File: config.mk
export PLATFORM = sky130hd
export DESIGN_NAME = spi_pack_dp
export DESIGN_NICKNAME = d
export VERILOG_FILES = /design/src/rtl/spi_pack_pkg.sv /design/src/rtl/spi_byte_fifo.sv /design/src/rtl/spi_shift_engine.sv /design/src/rtl/spi_pack_dp.sv
export SDC_FILE = /design/constraint.sdc
export NUM_CORES = 1
export LEC_CHECK = 0
export ABC_AREA = 0
export BUFFER_PORTS_ARGS = -buffer_cell sky130_fd_sc_hd__buf_2
export CELL_PAD_IN_SITES_DETAIL_PLACEMENT = 1
export CELL_PAD_IN_SITES_GLOBAL_PLACEMENT = 2
export CORE_UTILIZATION = 35
export CTS_CLUSTER_DIAMETER = 120
export DETAILED_ROUTE_END_ITERATION = 12
export MAX_ROUTING_LAYER = met4
export PLACE_DENSITY = 0.67
export SYNTH_ARGS = -nofsm -noshare
export SYNTH_HDL_FRONTEND = slang
export SYNTH_SLANG_ARGS = --single-unit
File: constraint.sdc
create_clock -name clk_i -period 3.6 [get_ports clk_i]
set_input_delay 0.72 -clock clk_i [delete_from_list [all_inputs] [get_ports clk_i]]
set_output_delay 0.72 -clock clk_i [all_outputs]
set_load 0.05 [all_outputs]
File: src/rtl/spi_pack_pkg.sv
package spi_pack_pkg;
  typedef logic [7:0] frame_t;

  // size-minus-one field to index of the first (MSB) bit; out-of-range sizes clamp to 8 bits
  function automatic logic [2:0] top_bit(input logic [3:0] dsz);
    return dsz[3] ? 3'd7 : dsz[2:0];
  endfunction
endpackage

File: src/rtl/spi_byte_fifo.sv
module spi_byte_fifo #(
  parameter int DEPTH = 4,
  localparam int AW = $clog2(DEPTH),
  localparam int CW = $clog2(DEPTH + 1)
) (
  input  logic          clk_i,
  input  logic          rst_ni,
  input  logic [1:0]    push_n_i,
  input  logic [15:0]   push_d_i,
  input  logic [1:0]    pop_n_i,
  output logic [CW-1:0] cnt_o,
  output logic [15:0]   head_o
);
  import spi_pack_pkg::*;

  frame_t        mem [DEPTH];
  logic [AW-1:0] wr_ptr, rd_ptr;
  logic [CW-1:0] cnt;

  always_ff @(posedge clk_i or negedge rst_ni) begin
    if (!rst_ni) begin
      wr_ptr <= '0;
      rd_ptr <= '0;
      cnt    <= '0;
      for (int i = 0; i < DEPTH; i++) mem[i] <= '0;
    end else begin
      if (push_n_i != 2'd0) mem[wr_ptr] <= push_d_i[7:0];
      if (push_n_i == 2'd2) mem[wr_ptr + AW'(1)] <= push_d_i[15:8];
      wr_ptr <= wr_ptr + AW'(push_n_i);
      rd_ptr <= rd_ptr + AW'(pop_n_i);
      cnt    <= cnt + CW'(push_n_i) - CW'(pop_n_i);
    end
  end

  assign cnt_o  = cnt;
  assign head_o = {mem[rd_ptr + AW'(1)], mem[rd_ptr]};
endmodule

File: src/rtl/spi_shift_engine.sv
module spi_shift_engine #(
  parameter int HALF_DIV = 2,
  localparam int DW = $clog2(HALF_DIV + 1)
) (
  input  logic       clk_i,
  input  logic       rst_ni,
  input  logic [2:0] top_bit_i,
  input  logic       tx_vld_i,
  input  logic [7:0] tx_byte_i,
  output logic       tx_pop_o,
  output logic       rx_push_o,
  output logic [7:0] rx_byte_o,
  output logic       sck_o,
  output logic       mosi_o,
  output logic       nss_o,
  input  logic       miso_i
);
  logic          busy, sck, mosi, rx_push;
  logic [DW-1:0] div;
  logic [2:0]    bit_idx;
  logic [7:0]    txb, rxb, rx_byte;
  logic          tick, frame_end;

  assign tick      = (div == DW'(HALF_DIV - 1));
  assign frame_end = busy && tick && sck && (bit_idx == 3'd0);
  assign tx_pop_o  = tx_vld_i && (!busy || frame_end);

  always_ff @(posedge clk_i or negedge rst_ni) begin
    if (!rst_ni) begin
      busy    <= 1'b0;
      sck     <= 1'b0;
      mosi    <= 1'b0;
      div     <= '0;
      bit_idx <= '0;
      txb     <= '0;
      rxb     <= '0;
      rx_push <= 1'b0;
      rx_byte <= '0;
    end else begin
      rx_push <= 1'b0;
      if (!busy) begin
        if (tx_vld_i) begin
          busy    <= 1'b1;
          txb     <= tx_byte_i;
          bit_idx <= top_bit_i;
          rxb     <= '0;
          div     <= '0;
        end
      end else if (!tick) begin
        div <= div + DW'(1);
      end else begin
        div <= '0;
        if (!sck) begin
          sck  <= 1'b1;          // launch edge
          mosi <= txb[bit_idx];
        end else begin
          sck <= 1'b0;           // capture edge
          rxb <= {rxb[6:0], miso_i};
          if (bit_idx == 3'd0) begin
            rx_push <= 1'b1;
            rx_byte <= {rxb[6:0], miso_i};
            if (tx_vld_i) begin
              txb     <= tx_byte_i;
              bit_idx <= top_bit_i;
              rxb     <= '0;
            end else begin
              busy <= 1'b0;
            end
          end else begin
            bit_idx <= bit_idx - 3'd1;
          end
        end
      end
    end
  end

  assign sck_o     = sck;
  assign mosi_o    = mosi;
  assign nss_o     = !busy;
  assign rx_push_o = rx_push;
  assign rx_byte_o = rx_byte;
endmodule

File: src/rtl/spi_pack_dp.sv
module spi_pack_dp #(
  parameter int DEPTH    = 4,
  parameter int HALF_DIV = 2
) (
  input  logic        clk_i,
  input  logic        rst_ni,
  input  logic [3:0]  cfg_dsz_i,
  input  logic        cfg_rx_qtr_i,
  input  logic        wr_en_i,
  input  logic        wr_wide_i,
  input  logic [15:0] wr_data_i,
  input  logic        rd_en_i,
  input  logic        rd_wide_i,
  output logic [15:0] rd_data_o,
  output logic        txe_o,
  output logic        rxne_o,
  output logic        ovr_o,
  output logic        sck_o,
  output logic        mosi_o,
  output logic        nss_o,
  input  logic        miso_i
);
  import spi_pack_pkg::*;
  localparam int CW = $clog2(DEPTH + 1);

  logic [CW-1:0] tx_cnt, rx_cnt, tx_free;
  logic [15:0]   tx_head, rx_head;
  logic [1:0]    tx_push_n, rx_push_n, rx_pop_n;
  logic          wr_ok, rd_ok, eng_pop, eng_rx_push, rx_ok, ovr;
  logic [7:0]    eng_rx_byte;

  assign tx_free   = CW'(DEPTH) - tx_cnt;
  assign wr_ok     = wr_en_i && (wr_wide_i ? (tx_free >= CW'(2)) : (tx_free >= CW'(1)));
  assign tx_push_n = wr_ok ? (wr_wide_i ? 2'd2 : 2'd1) : 2'd0;

  assign rd_ok     = rd_en_i && (rd_wide_i ? (rx_cnt >= CW'(2)) : (rx_cnt >= CW'(1)));
  assign rx_pop_n  = rd_ok ? (rd_wide_i ? 2'd2 : 2'd1) : 2'd0;
  assign rx_ok     = eng_rx_push && (rx_cnt < CW'(DEPTH));
  assign rx_push_n = {1'b0, rx_ok};

  spi_byte_fifo #(.DEPTH(DEPTH)) u_tx_fifo (
    .clk_i, .rst_ni,
    .push_n_i (tx_push_n),
    .push_d_i (wr_data_i),
    .pop_n_i  ({1'b0, eng_pop}),
    .cnt_o    (tx_cnt),
    .head_o   (tx_head)
  );

  spi_byte_fifo #(.DEPTH(DEPTH)) u_rx_fifo (
    .clk_i, .rst_ni,
    .push_n_i (rx_push_n),
    .push_d_i ({8'h00, eng_rx_byte}),
    .pop_n_i  (rx_pop_n),
    .cnt_o    (rx_cnt),
    .head_o   (rx_head)
  );

  spi_shift_engine #(.HALF_DIV(HALF_DIV)) u_engine (
    .clk_i, .rst_ni,
    .top_bit_i (top_bit(cfg_dsz_i)),
    .tx_vld_i  (tx_cnt != '0),
    .tx_byte_i (tx_head[7:0]),
    .tx_pop_o  (eng_pop),
    .rx_push_o (eng_rx_push),
    .rx_byte_o (eng_rx_byte),
    .sck_o, .mosi_o, .nss_o, .miso_i
  );

  always_ff @(posedge clk_i or negedge rst_ni) begin
    if (!rst_ni) ovr <= 1'b0;
    else if (eng_rx_push && !rx_ok) ovr <= 1'b1;
  end

  assign ovr_o     = ovr;
  assign txe_o     = tx_free >= CW'(2);
  assign rxne_o    = cfg_rx_qtr_i ? (rx_cnt >= CW'(1)) : (rx_cnt >= CW'(2));
  assign rd_data_o = rd_wide_i ? rx_head : {8'h00, rx_head[7:0]};
endmodule

**After elaboration in Yosys (flattened, before gate mapping)**

Index checks and enable logic that the tools add are counted.

- Register bits after elaboration: 111
- Input bits: 28
- Output and inout bits: 22
- Logic and storage cells: 148

- Add/subtract/negate cells: 13
- Magnitude comparators: 15
- Equality and inequality tests: 5
- Multiplexer cells: 60
- Bitwise logic cells: 7
- Reduce and logical (&&, ||, !) cells: 24

Operators by type and width:

| operator | number |
|---|---|
| two-way mux 8 bit | 14 |
| bitwise mux 32 bit | 3 |
| two-way mux 32 bit | 2 |
| binary-select mux 8 bit (select 2 bit) | 3 |
| demux 8 bit (select 2 bit) | 3 |
| two-way mux 7 bit | 6 |
| >= comparator 3 bit (second input constant) | 6 |
| two-way mux 3 bit | 6 |
| inverter 2 -> 3 bit | 6 |
| two-way mux 16 bit | 1 |
| two-way mux 1 bit | 14 |
| two-way mux 2 bit | 7 |
| logical AND 1 bit | 11 |
| less-than comparator 3 x 1 -> 1 bit (second input constant) | 3 |
| AND reduction 3 bit | 3 |
| adder 2 x 1 -> 2 bit (second input constant) | 3 |
| >= comparator 3 x 1 -> 1 bit (second input constant) | 2 |
| >= comparator 3 x 2 -> 1 bit (second input constant) | 2 |
| inequality test 2 bit (second input constant) | 3 |
| adder 2 x 1 -> 2 bit | 2 |
| adder 2 bit | 2 |
| less-than comparator 3 x 4 -> 1 bit (second input constant) | 1 |
| AND reduction 2 bit | 2 |
| AND reduction 4 bit | 1 |
| other kinds (16) | 18 |

**Logic depth before layout (Yosys ltp)**

Gate-level depths: netlist of run 1.

- Depth in word-level cells: 9
- Gate-level depth with buffers: 14

**Modules after synthesis**

From an unflattened synthesis of run 1, not the netlist that was laid out.

- Cells, all modules: 603
- Area, all modules: 6,358.6 sq um

Modules (own cells, without submodules):

| module | instances | cells each | area each (sq um) | seq. area each (sq um) |
|---|---|---|---|---|
| spi_byte_fifo (u_rx_fifo) | 1 | 224 | 2,329.7 | 975.9 |
| spi_byte_fifo (u_tx_fifo) | 1 | 224 | 2,324.7 | 975.9 |
| spi_shift_engine | 1 | 124 | 1,465.2 | 800.8 |
| spi_pack_dp | 1 | 31 | 239.0 | 25.0 |

**Worst setup path after synthesis of run 1**

Ideal clock, no wire load.

- Kind: reg-to-reg
- From: reg u_tx_fifo.cnt[0] (netlist: u_tx_fifo.cnt_o[0])
- To: reg u_tx_fifo.cnt[2] (netlist: u_tx_fifo.cnt_o[2])
- Setup time: 0.123 ns
- Arrival time: 2.874 ns
- Data required time: 3.477 ns
- Setup slack: 0.603 ns
- Cell stages (with the launch flop): 11
- Buffers on the path: 0
- Period minus slack after synthesis: 2.997 ns
- Cells stage by stage: dfrtp_1 inv_1 ha_1 ha_1 nor3b_2 inv_1 nand3_1 ha_1 fa_1 xor2_1 xnor2_1

- Cells in the longest elaborated chain, start to end: 7
- Elaborated cells between the ends (all ways): 10
- Classes of those cells: add/sub (3); order compare (2); mux (2); reduce/logical (3)

Ends and longest elaborated chain:

| element | line | source |
|---|---|---|
| start, declared | spi_byte_fifo.sv:18 | `logic [CW-1:0] cnt;` |
| start signal, assigned | spi_byte_fifo.sv:31 | `cnt <= cnt + CW'(push_n_i) - CW'(pop_n_i);` |
| subtractor 3 bit | spi_pack_dp.sv:32 | `assign tx_free = CW'(DEPTH) - tx_cnt;` |
| >= comparator 3 x 2 -> 1 bit | n/a |  |
| via txe_o | spi_pack_dp.sv:15 | `output logic txe_o,` |
| two-way mux 1 bit | spi_pack_dp.sv:33 | `assign wr_ok = wr_en_i && (wr_wide_i ? (tx_free >= CW'(2)) : (tx_free >= CW'(1)));` |
| logical AND 1 bit | spi_pack_dp.sv:33 |  |
| two-way mux 2 bit | spi_pack_dp.sv:34 | `assign tx_push_n = wr_ok ? (wr_wide_i ? 2'd2 : 2'd1) : 2'd0;` |
| adder 3 x 2 -> 3 bit | spi_byte_fifo.sv:31 |  |
| subtractor 3 x 1 -> 3 bit | spi_byte_fifo.sv:31 |  |

The timed path passes the listed nets, and every way through them passes these cells.
A chain may end at the register's enable or synchronous reset.

**Worst setup path after layout of run 1**

- From: reg u_tx_fifo.cnt[0] (netlist: u_tx_fifo.cnt_o[0])
- To: out txe_o

- Cells in the longest elaborated chain, start to end: 2

Ends and longest elaborated chain:

| element | line | source |
|---|---|---|
| subtractor 3 bit | spi_pack_dp.sv:32 |  |
| >= comparator 3 x 2 -> 1 bit | spi_pack_dp.sv:76 | `assign txe_o = tx_free >= CW'(2);` |
| end, declared | spi_pack_dp.sv:15 |  |

No other way between the ends.

==> results of run 1 <==
==> per-layer routing <==
| metal | track usage | up-vias | routed length, um |
|---|---|---|---|
| met1 | 0.2313 | 1913 | 6044 |
| li1 | - | 1633 | - |
| met5 | - | - | 0 |
| met2 | 0.2916 | 52 | 6461 |
| met4 | 0.04775 | 0 | 165 |
| met3 | 0.04075 | 10 | 363 |
==> layout make-up <==
cell class              count  area, um^2  share of cell area
multi-input cells         267        2706              0.4248
clock inverters             4       25.02            0.003928
clock buffers              10       229.0             0.03594
flip-flops and latches    111        2778              0.4360
repair buffers             56       312.8             0.04910
well taps                 211       264.0             0.04144
inverters                  15       56.30            0.008837
==> critical path, stage by stage, from the launching register on <==
cell and delay [ps]:
dfrtp_1 410, inv_1 100, ha_1 210, ha_1 300, nor3b_2 530, inv_1 130
buf_2 240
==> final timing paths <==
| check | from | end | slack [ps] | depth (start not counted) |
|---|---|---|---|---|
| setup / recovery | u_tx_fifo.cnt_o[0] | txe_o | 610 | 6 |
| hold / removal | ovr_o | ovr_o | 460 | 1 |
| setup reg to reg | u_tx_fifo.cnt_o[0] | u_tx_fifo.cnt_o[2] | 640 | 13 |
| hold reg to reg | ovr_o | ovr_o | 460 | 1 |
| max in group asynchronous | rst_ni | u_rx_fifo.mem[22] | 2700 | 2 |
| min in group asynchronous | rst_ni | u_engine.div[1] | 470 | 2 |
==> Yosys cell counts (2+ instances only) <==
| cell type | n |
|---|---|
| a21o_1 | 9 |
| a21o_2 | 8 |
| a21oi_1 | 3 |
| a221o_1 | 16 |
| a22o_1 | 16 |
| and2_1 | 25 |
| buf_2 | 5 |
| buf_6 | 2 |
| clkbuf_1 | 5 |
| dfrtp_1 | 111 |
| fa_1 | 2 |
| ha_1 | 16 |
| inv_1 | 15 |
| mux2_2 | 49 |
| mux4_2 | 26 |
| nand2_1 | 19 |
| nand2b_1 | 9 |
| nand3_1 | 4 |
| nand3b_1 | 2 |
| nor2_1 | 3 |
| nor2_2 | 3 |
| nor3_1 | 2 |
| nor3b_1 | 2 |
| nor3b_2 | 2 |
| nor4b_4 | 3 |
| o21ai_0 | 9 |
| o21bai_1 | 2 |
| xnor2_1 | 4 |
| xor2_1 | 7 |
==> kinds of logic after synthesis <==
logic type,after synthesis,synth area share
adders and majority gates,18,0.04283
DFF,111,0.4952
buffers and inverters,29,0.02342
and+or+nand+nor,87,0.1046
AOI/OAI and AO/OA,76,0.1140
muxes,75,0.2028
xor gates and xnor gates,11,0.01718
==> sequential cells by signal, summed over array words and instances, names as in the netlist <==
signal              flops
u_tx_fifo.wr_ptr        2
u_tx_fifo.mem          32
u_engine.txb            8
u_rx_fifo.mem          32
ovr_o                   1
u_rx_fifo.rd_ptr        2
u_engine.bit_idx        3
u_tx_fifo.cnt_o         3
u_rx_fifo.wr_ptr        2
u_tx_fifo.rd_ptr        2
u_engine.mosi_o         1
u_engine.rxb            7
u_engine.div            2
u_engine.rx_push_o      1
u_engine.rx_byte_o      8
u_engine.busy           1
u_engine.sck_o          1
u_rx_fifo.cnt_o         3
==> power groups by stage <==
| stage | Clock, mW | Combinational [mW] | Sequential [mW] |
|---|---|---|---|
| after CTS | 0.946 | 1.91 | 2.16 |
| after global routing | 0.991 | 2.07 | 2.24 |
| after detailed placement | 0 | 1.91 | 2.18 |
| after global placement | 0 | 1.85 | 2.16 |
| after floorplan | 0 | 1.55 | 1.97 |
| final | 0.903 | 1.87 | 2.15 |
==> run summary, run 1 <==
POWER AND IR DROP
--------------------------------------------------------------------------------
Sequential power share                                                     0.436
Clk network pwr share                                                      0.183
Switching power                                                         1.829 mW
Net Sw Frac                                                               0.3714
Combinational power share                                                  0.381
Power density over the cells                                        772.9 nW/um^2
Largest vdd supply drop                                              0.0002511 V
Int Pwr                                                                 3.095 mW
Overall power of the completed layout                                   4.924 mW
Leakage dissipation                                                     3.026 nW

PLACE
--------------------------------------------------------------------------------
Final RePlAce weighted congestion                                         0.7791
Placed cell areas                                                      6117 um^2
Port Buf Inserts                                                              49
Detailed-placement wirelength estimate                                   9093 um
Cell count after placement                                                   660
Dpl ws                                                                  588.5 ps

CELLS AND AREA
--------------------------------------------------------------------------------
Layout cells sized above 1                                                0.3693
Leading cell types in the layout, fill and taps excluded            111 x dfrtp_1, 49 x mux2_2, 48 x buf_2, 26 x mux4_2, 25 x and2_1
Leading cell type in the layout, fill and taps excluded                  dfrtp_1
Fillers                                                                     1660
Relative area change from synthesis to final layout                       13.58%
Total Nets Final                                                             506
Inserted Diodes                                                                0
Final core area utilization                                               0.4130
Finished Cell Area                                                     6371 um^2
Final non-filler cell total                                                  674

YOSYS
--------------------------------------------------------------------------------
Flip-flop and latch count after synthesis                                    111
Per-instance average area after synthesis                             13.78 um^2
Synthesized net count                                                        453
Fraction of synthesized cell area taken by the top area cell type         0.4952
Number of unique standard cell types used by synthesis                        57
Cell type with the largest total area after synthesis                    dfrtp_1
Sequential fraction of the synthesis area                                 0.4952
Synthesized instance count                                                   407
Number of synthesis warnings                                                   0
Count of flip-flops with a built-in enable after synthesis                     0
Synthesized cell area                                                  5609 um^2
Fraction of registers with async set or reset after synthesis              1.000
Top area cells in the synthesized netlist                           dfrtp_1 50%, mux4_2 10%, mux2_2 9.8%
Most used flip-flop cell after synthesis                                 dfrtp_1

TIMING
--------------------------------------------------------------------------------
Setup-violating endpoint count in the final report                             0
Worst slack on hold paths                                               462.6 ps
Unrepaired setup endpoints after global routing                            false
Post-route clock skew                                                   7.705 ps
Part of the cycle the worst path needs                                    0.8314
Final hold viol count                                                          0
Final worst slack                                                       606.9 ps
Peak Freq                                                              334.1 MHz
Count of final max-slew check failures                                         0
Total Negative Setup Slacks                                                 0 ps
Time the worst path needs with I/O delays and setup                      2993 ps
Max transition margin                                                     0.4048
Slew at the pin closest to its max-slew limit                           885.4 ps

FLOORPLAN
--------------------------------------------------------------------------------
Starting density of the core                                              0.3636
Count of boundary I/O pins                                                    50
Floorplan Core Area                                                   15430 um^2
Die X-Extent                                                            128.6 um
Die height                                                              128.6 um
Placement row count                                                           45
Die area                                                              16540 um^2

CLOCKING
--------------------------------------------------------------------------------
Hold-fix buffers at CTS                                                        0
Maximum buffer depth of the clock tree                                         2
CTS clock-pin slew for the worst setup and hold paths                      70 ps
Max H-tree Level                                                               3
Root Driver                                                            clkbuf_16
Clock insertion delay at the later pin of the skew report                 340 ps
Number of clock sinks                                                        111
Post-CTS setup buffer count                                                    0
Post-CTS resize count                                                          0
TritonCTS clock tree                                                       built
Clock buffers created by TritonCTS                                             9

WORST SETUP PATH
--------------------------------------------------------------------------------
Kind of end point of the critical path                               output port
Crit Path Max Fanout                                                           6
Worst endpoint data arrival time                                         2270 ps
Type of origin of the critical path                                         flop
Data required time at the worst endpoint                                 2880 ps
Start-to-end type of the worst setup path                                reg2out

GLOBAL ROUTING
--------------------------------------------------------------------------------
All-Layer GR Usage                                                        0.1814
Pin count of the biggest net entering global routing                         112
Global-route wire length before repair                                  21830 um
Total congestion overflow                                                      0
Number of global-route vias before repair                                   3862
Antenna violations before repair                                               0

MIN PATH
--------------------------------------------------------------------------------
Tightest Hold Check Type                                                 reg2reg

STATUS
--------------------------------------------------------------------------------
Outcome                                                             complete, no violations

DETAILED ROUTING
--------------------------------------------------------------------------------
Count of nets left with antenna violations after detail routing                0
Iter 0 DRT Violations                                                        175
Total via count in the routed design                                        3608
Detailed-routing iteration count for the pre-antenna-repair pass               4
Remaining DRCs                                                                 0
Wire length per cell after detailed routing                             19.34 um
Final Routed Wirelength                                                 13030 um
Vias/cell                                                                  5.353

JOB
--------------------------------------------------------------------------------
Max-capacitance violation count                                                0

Note: power is estimated with default switching activity, not from simulation.
==> run 2: changes to the inputs <==
Settings changed: PLACE_DENSITY 0.67 to 0.7.
Clock period 3.6 ns to 2.5 ns, I/O delays scaled along.
==> run 2 against run 1 <==
Against the previous run:
- global-route usage rose by 0.058 points
- clock-buffer cell count fell by 1
- clock power rose by 51%
- clock skew fell by 1.3 ps
- first-iteration DRC count fell by 17%
- sequential share of layout area fell by 1.5 points
- cell count rose by 2.7%
- combinational power rose by 63%
- die area did not move
- critical path depth fell by 2
- critical endpoint is now rd_data_o[10]
==> run summary, run 2 (synthesis gave the netlist of run 1 again) <==
TIMING
-------------------------------------------------------------------------------
Total Negative Setup Slacks                                                0 ps
Time the worst path needs with I/O delays and setup                     2382 ps
Post-route clock skew                                                  6.402 ps
Max transition margin                                                    0.4516
Slew at the pin closest to its max-slew limit                          821.1 ps
Count of final max-slew check failures                                        0
Final hold viol count                                                         0
Final worst slack                                                      118.3 ps
Unrepaired setup endpoints after global routing                           false
Peak Freq                                                             419.9 MHz
Part of the cycle the worst path needs                                   0.9527
Setup-violating endpoint count in the final report                            0

WORST SETUP PATH
-------------------------------------------------------------------------------
Crit Path Max Fanout                                                         17
Number of cells on the worst reg-to-reg path                                  7
Data required time at the worst endpoint                                2000 ps
Type of origin of the critical path                                        flop
Reg-to-reg critical path endpoint                                  u_tx_fifo.mem[11]
Worst endpoint data arrival time                                        1880 ps
Kind of end point of the critical path                              output port
Reg-to-reg critical path startpoint                                u_tx_fifo.cnt_o[1]
Reg2reg setup slack                                                      130 ps
Start-to-end type of the worst setup path                               reg2out

GLOBAL ROUTING
-------------------------------------------------------------------------------
Total congestion overflow                                                     0
Number of global-route vias before repair                                  4005
Global-route wire length before repair                                 22100 um
All-Layer GR Usage                                                       0.1820
Pin count of the biggest net entering global routing                         42
Antenna violations before repair                                              0

PLACE
-------------------------------------------------------------------------------
Dpl ws                                                                 60.88 ps
Detailed-placement wirelength estimate                                  9543 um
Port Buf Inserts                                                             49
Final RePlAce weighted congestion                                        0.8055

CELLS AND AREA
-------------------------------------------------------------------------------
Inserted Diodes                                                               0
Leading cell types in the layout, fill and taps excluded           110 x dfrtp_1, 49 x mux2_2, 48 x buf_2, 26 x mux4_2, 25 x and2_1
Relative area change from synthesis to final layout                      17.69%
Leading cell type in the layout, fill and taps excluded                 dfrtp_1
Registers with the highest flip-flop counts                        u_rx_fifo.mem: 32 flops, u_tx_fifo.mem: 32 flops
Total Nets Final                                                            522
Layout cells sized above 1                                               0.4200

POWER AND IR DROP
-------------------------------------------------------------------------------
Switching power                                                        2.754 mW
Leakage dissipation                                                    3.143 nW
Overall power of the completed layout                                  7.412 mW
Power density over the cells                                       1123 nW/um^2
Int Pwr                                                                4.657 mW
Largest vdd supply drop                                             0.0005310 V
Net Sw Frac                                                              0.3716
Sequential power share                                                    0.406
Clk network pwr share                                                     0.184
Combinational power share                                                 0.410

FLOORPLAN
-------------------------------------------------------------------------------
Count of boundary I/O pins                                                   50
Placement row count                                                          45
Die area                                                             16540 um^2
Floorplan Core Area                                                  15430 um^2
Starting density of the core                                             0.3636
Die X-Extent                                                           128.6 um
Die height                                                             128.6 um

CLOCKING
-------------------------------------------------------------------------------
Clock insertion delay at the later pin of the skew report                350 ps
Number of clock sinks                                                       111
Max H-tree Level                                                              3
Maximum buffer depth of the clock tree                                        2
Clock buffers created by TritonCTS                                            9
TritonCTS clock tree                                                      built
CTS clock-pin slew for the worst setup and hold paths                     70 ps
Root Driver                                                           clkbuf_16

DETAILED ROUTING
-------------------------------------------------------------------------------
Count of nets left with antenna violations after detail routing               0
Detailed-routing iteration count for the pre-antenna-repair pass              4
Remaining DRCs                                                                0
Final Routed Wirelength                                                12950 um
Total via count in the routed design                                       3654
Vias/cell                                                                 5.280
Iter 0 DRT Violations                                                       146
Wire length per cell after detailed routing                            18.71 um

JOB
-------------------------------------------------------------------------------
Max-capacitance violation count                                               0

MIN PATH
-------------------------------------------------------------------------------
Tightest Hold Check Type                                               in2async

STATUS
-------------------------------------------------------------------------------
Outcome                                                            complete, no violations

-- run 2: cell count changes in the layout (fill, tap and decap cells not counted), sizes merged --
cell and change:
buf +16, clkbuf -1, clkinv +3, clkinvlp -1
inv +1
-- run 2: how the worst max path moves through the flow --
| stage | start | to | slack, ps | cells after the start |
|---|---|---|---|---|
| final | u_rx_fifo.rd_ptr[1] | rd_data_o[10] | 120 | 4 |
| after global routing | u_rx_fifo.rd_ptr[1] | rd_data_o[10] | 5 | 4 |
| after CTS | u_tx_fifo.cnt_o[1] | u_tx_fifo.cnt_o[2] | 70 | 10 |
| after detailed placement | u_tx_fifo.cnt_o[1] | u_tx_fifo.cnt_o[2] | 60 | 10 |
| after global placement | u_tx_fifo.cnt_o[1] | u_tx_fifo.cnt_o[2] | 150 | 10 |
| after floorplan | u_tx_fifo.cnt_o[0] | u_tx_fifo.cnt_o[2] | 40 | 14 |
-- run 2: worst max-delay path, cell delays in order (launching register included) --
cell and delay, ps:
dfrtp_1 330, buf_4 280, mux4_2 530, and2_1 170
buf_2 200
-- run 2: power groups by stage --
stage	clock, mW	sequential (mW)	combinational, mW
floorplan	0	2.85	2.35
global placement	0	3.02	2.95
detailed placement	0	3.05	3.05
CTS	1.41	3.02	3.08
global route	1.49	3.11	3.36
finish	1.36	3.01	3.04
-- run 2: per-layer routing --
metal  part of all wire  wire length [um]  up-vias  GRT usage
li1                   -                 -     1670          -
met1               0.46              5926     1919     0.2306
met2               0.50              6531       57     0.3005
met3              0.032               408        8    0.03909
met4             0.0063                82        0    0.03737
met5                  0                 0        -          -
-- run 2: final cells by class --
cell class / count / area [um^2]
Multi-Input combinational cell: 267 / 2780
Sequential cell: 111 / 2779
Fill cell: 1640 / 8826
Clock buffer: 9 / 225.2
Timing Repair Buffer: 72 / 445.4
Clock inverter: 7 / 48.80
Tap cell: 211 / 264.0
Inverter: 15 / 58.81
-- run 2: timing repair --
item                                    in CTS  in global routing
endpoints found under the setup margin       2                  1
hold buffers                                 0                  0
pin swaps                                    0                  1
setup buffers                                1                  0
resized for setup                            1                  2
-- run 2: metrics by stage --
step                      hold slack [ps]  std cells  utilization  instance area [um^2]
after global placement              454.4        675       0.4088                  6306
after global routing                134.7        692       0.4279                  6601
after CTS                           127.6        692       0.4271                  6589
final                               105.1        692       0.4279                  6601
after floorplan                     204.4        407            -                  5689
after detailed placement            460.9        675       0.4088                  6306
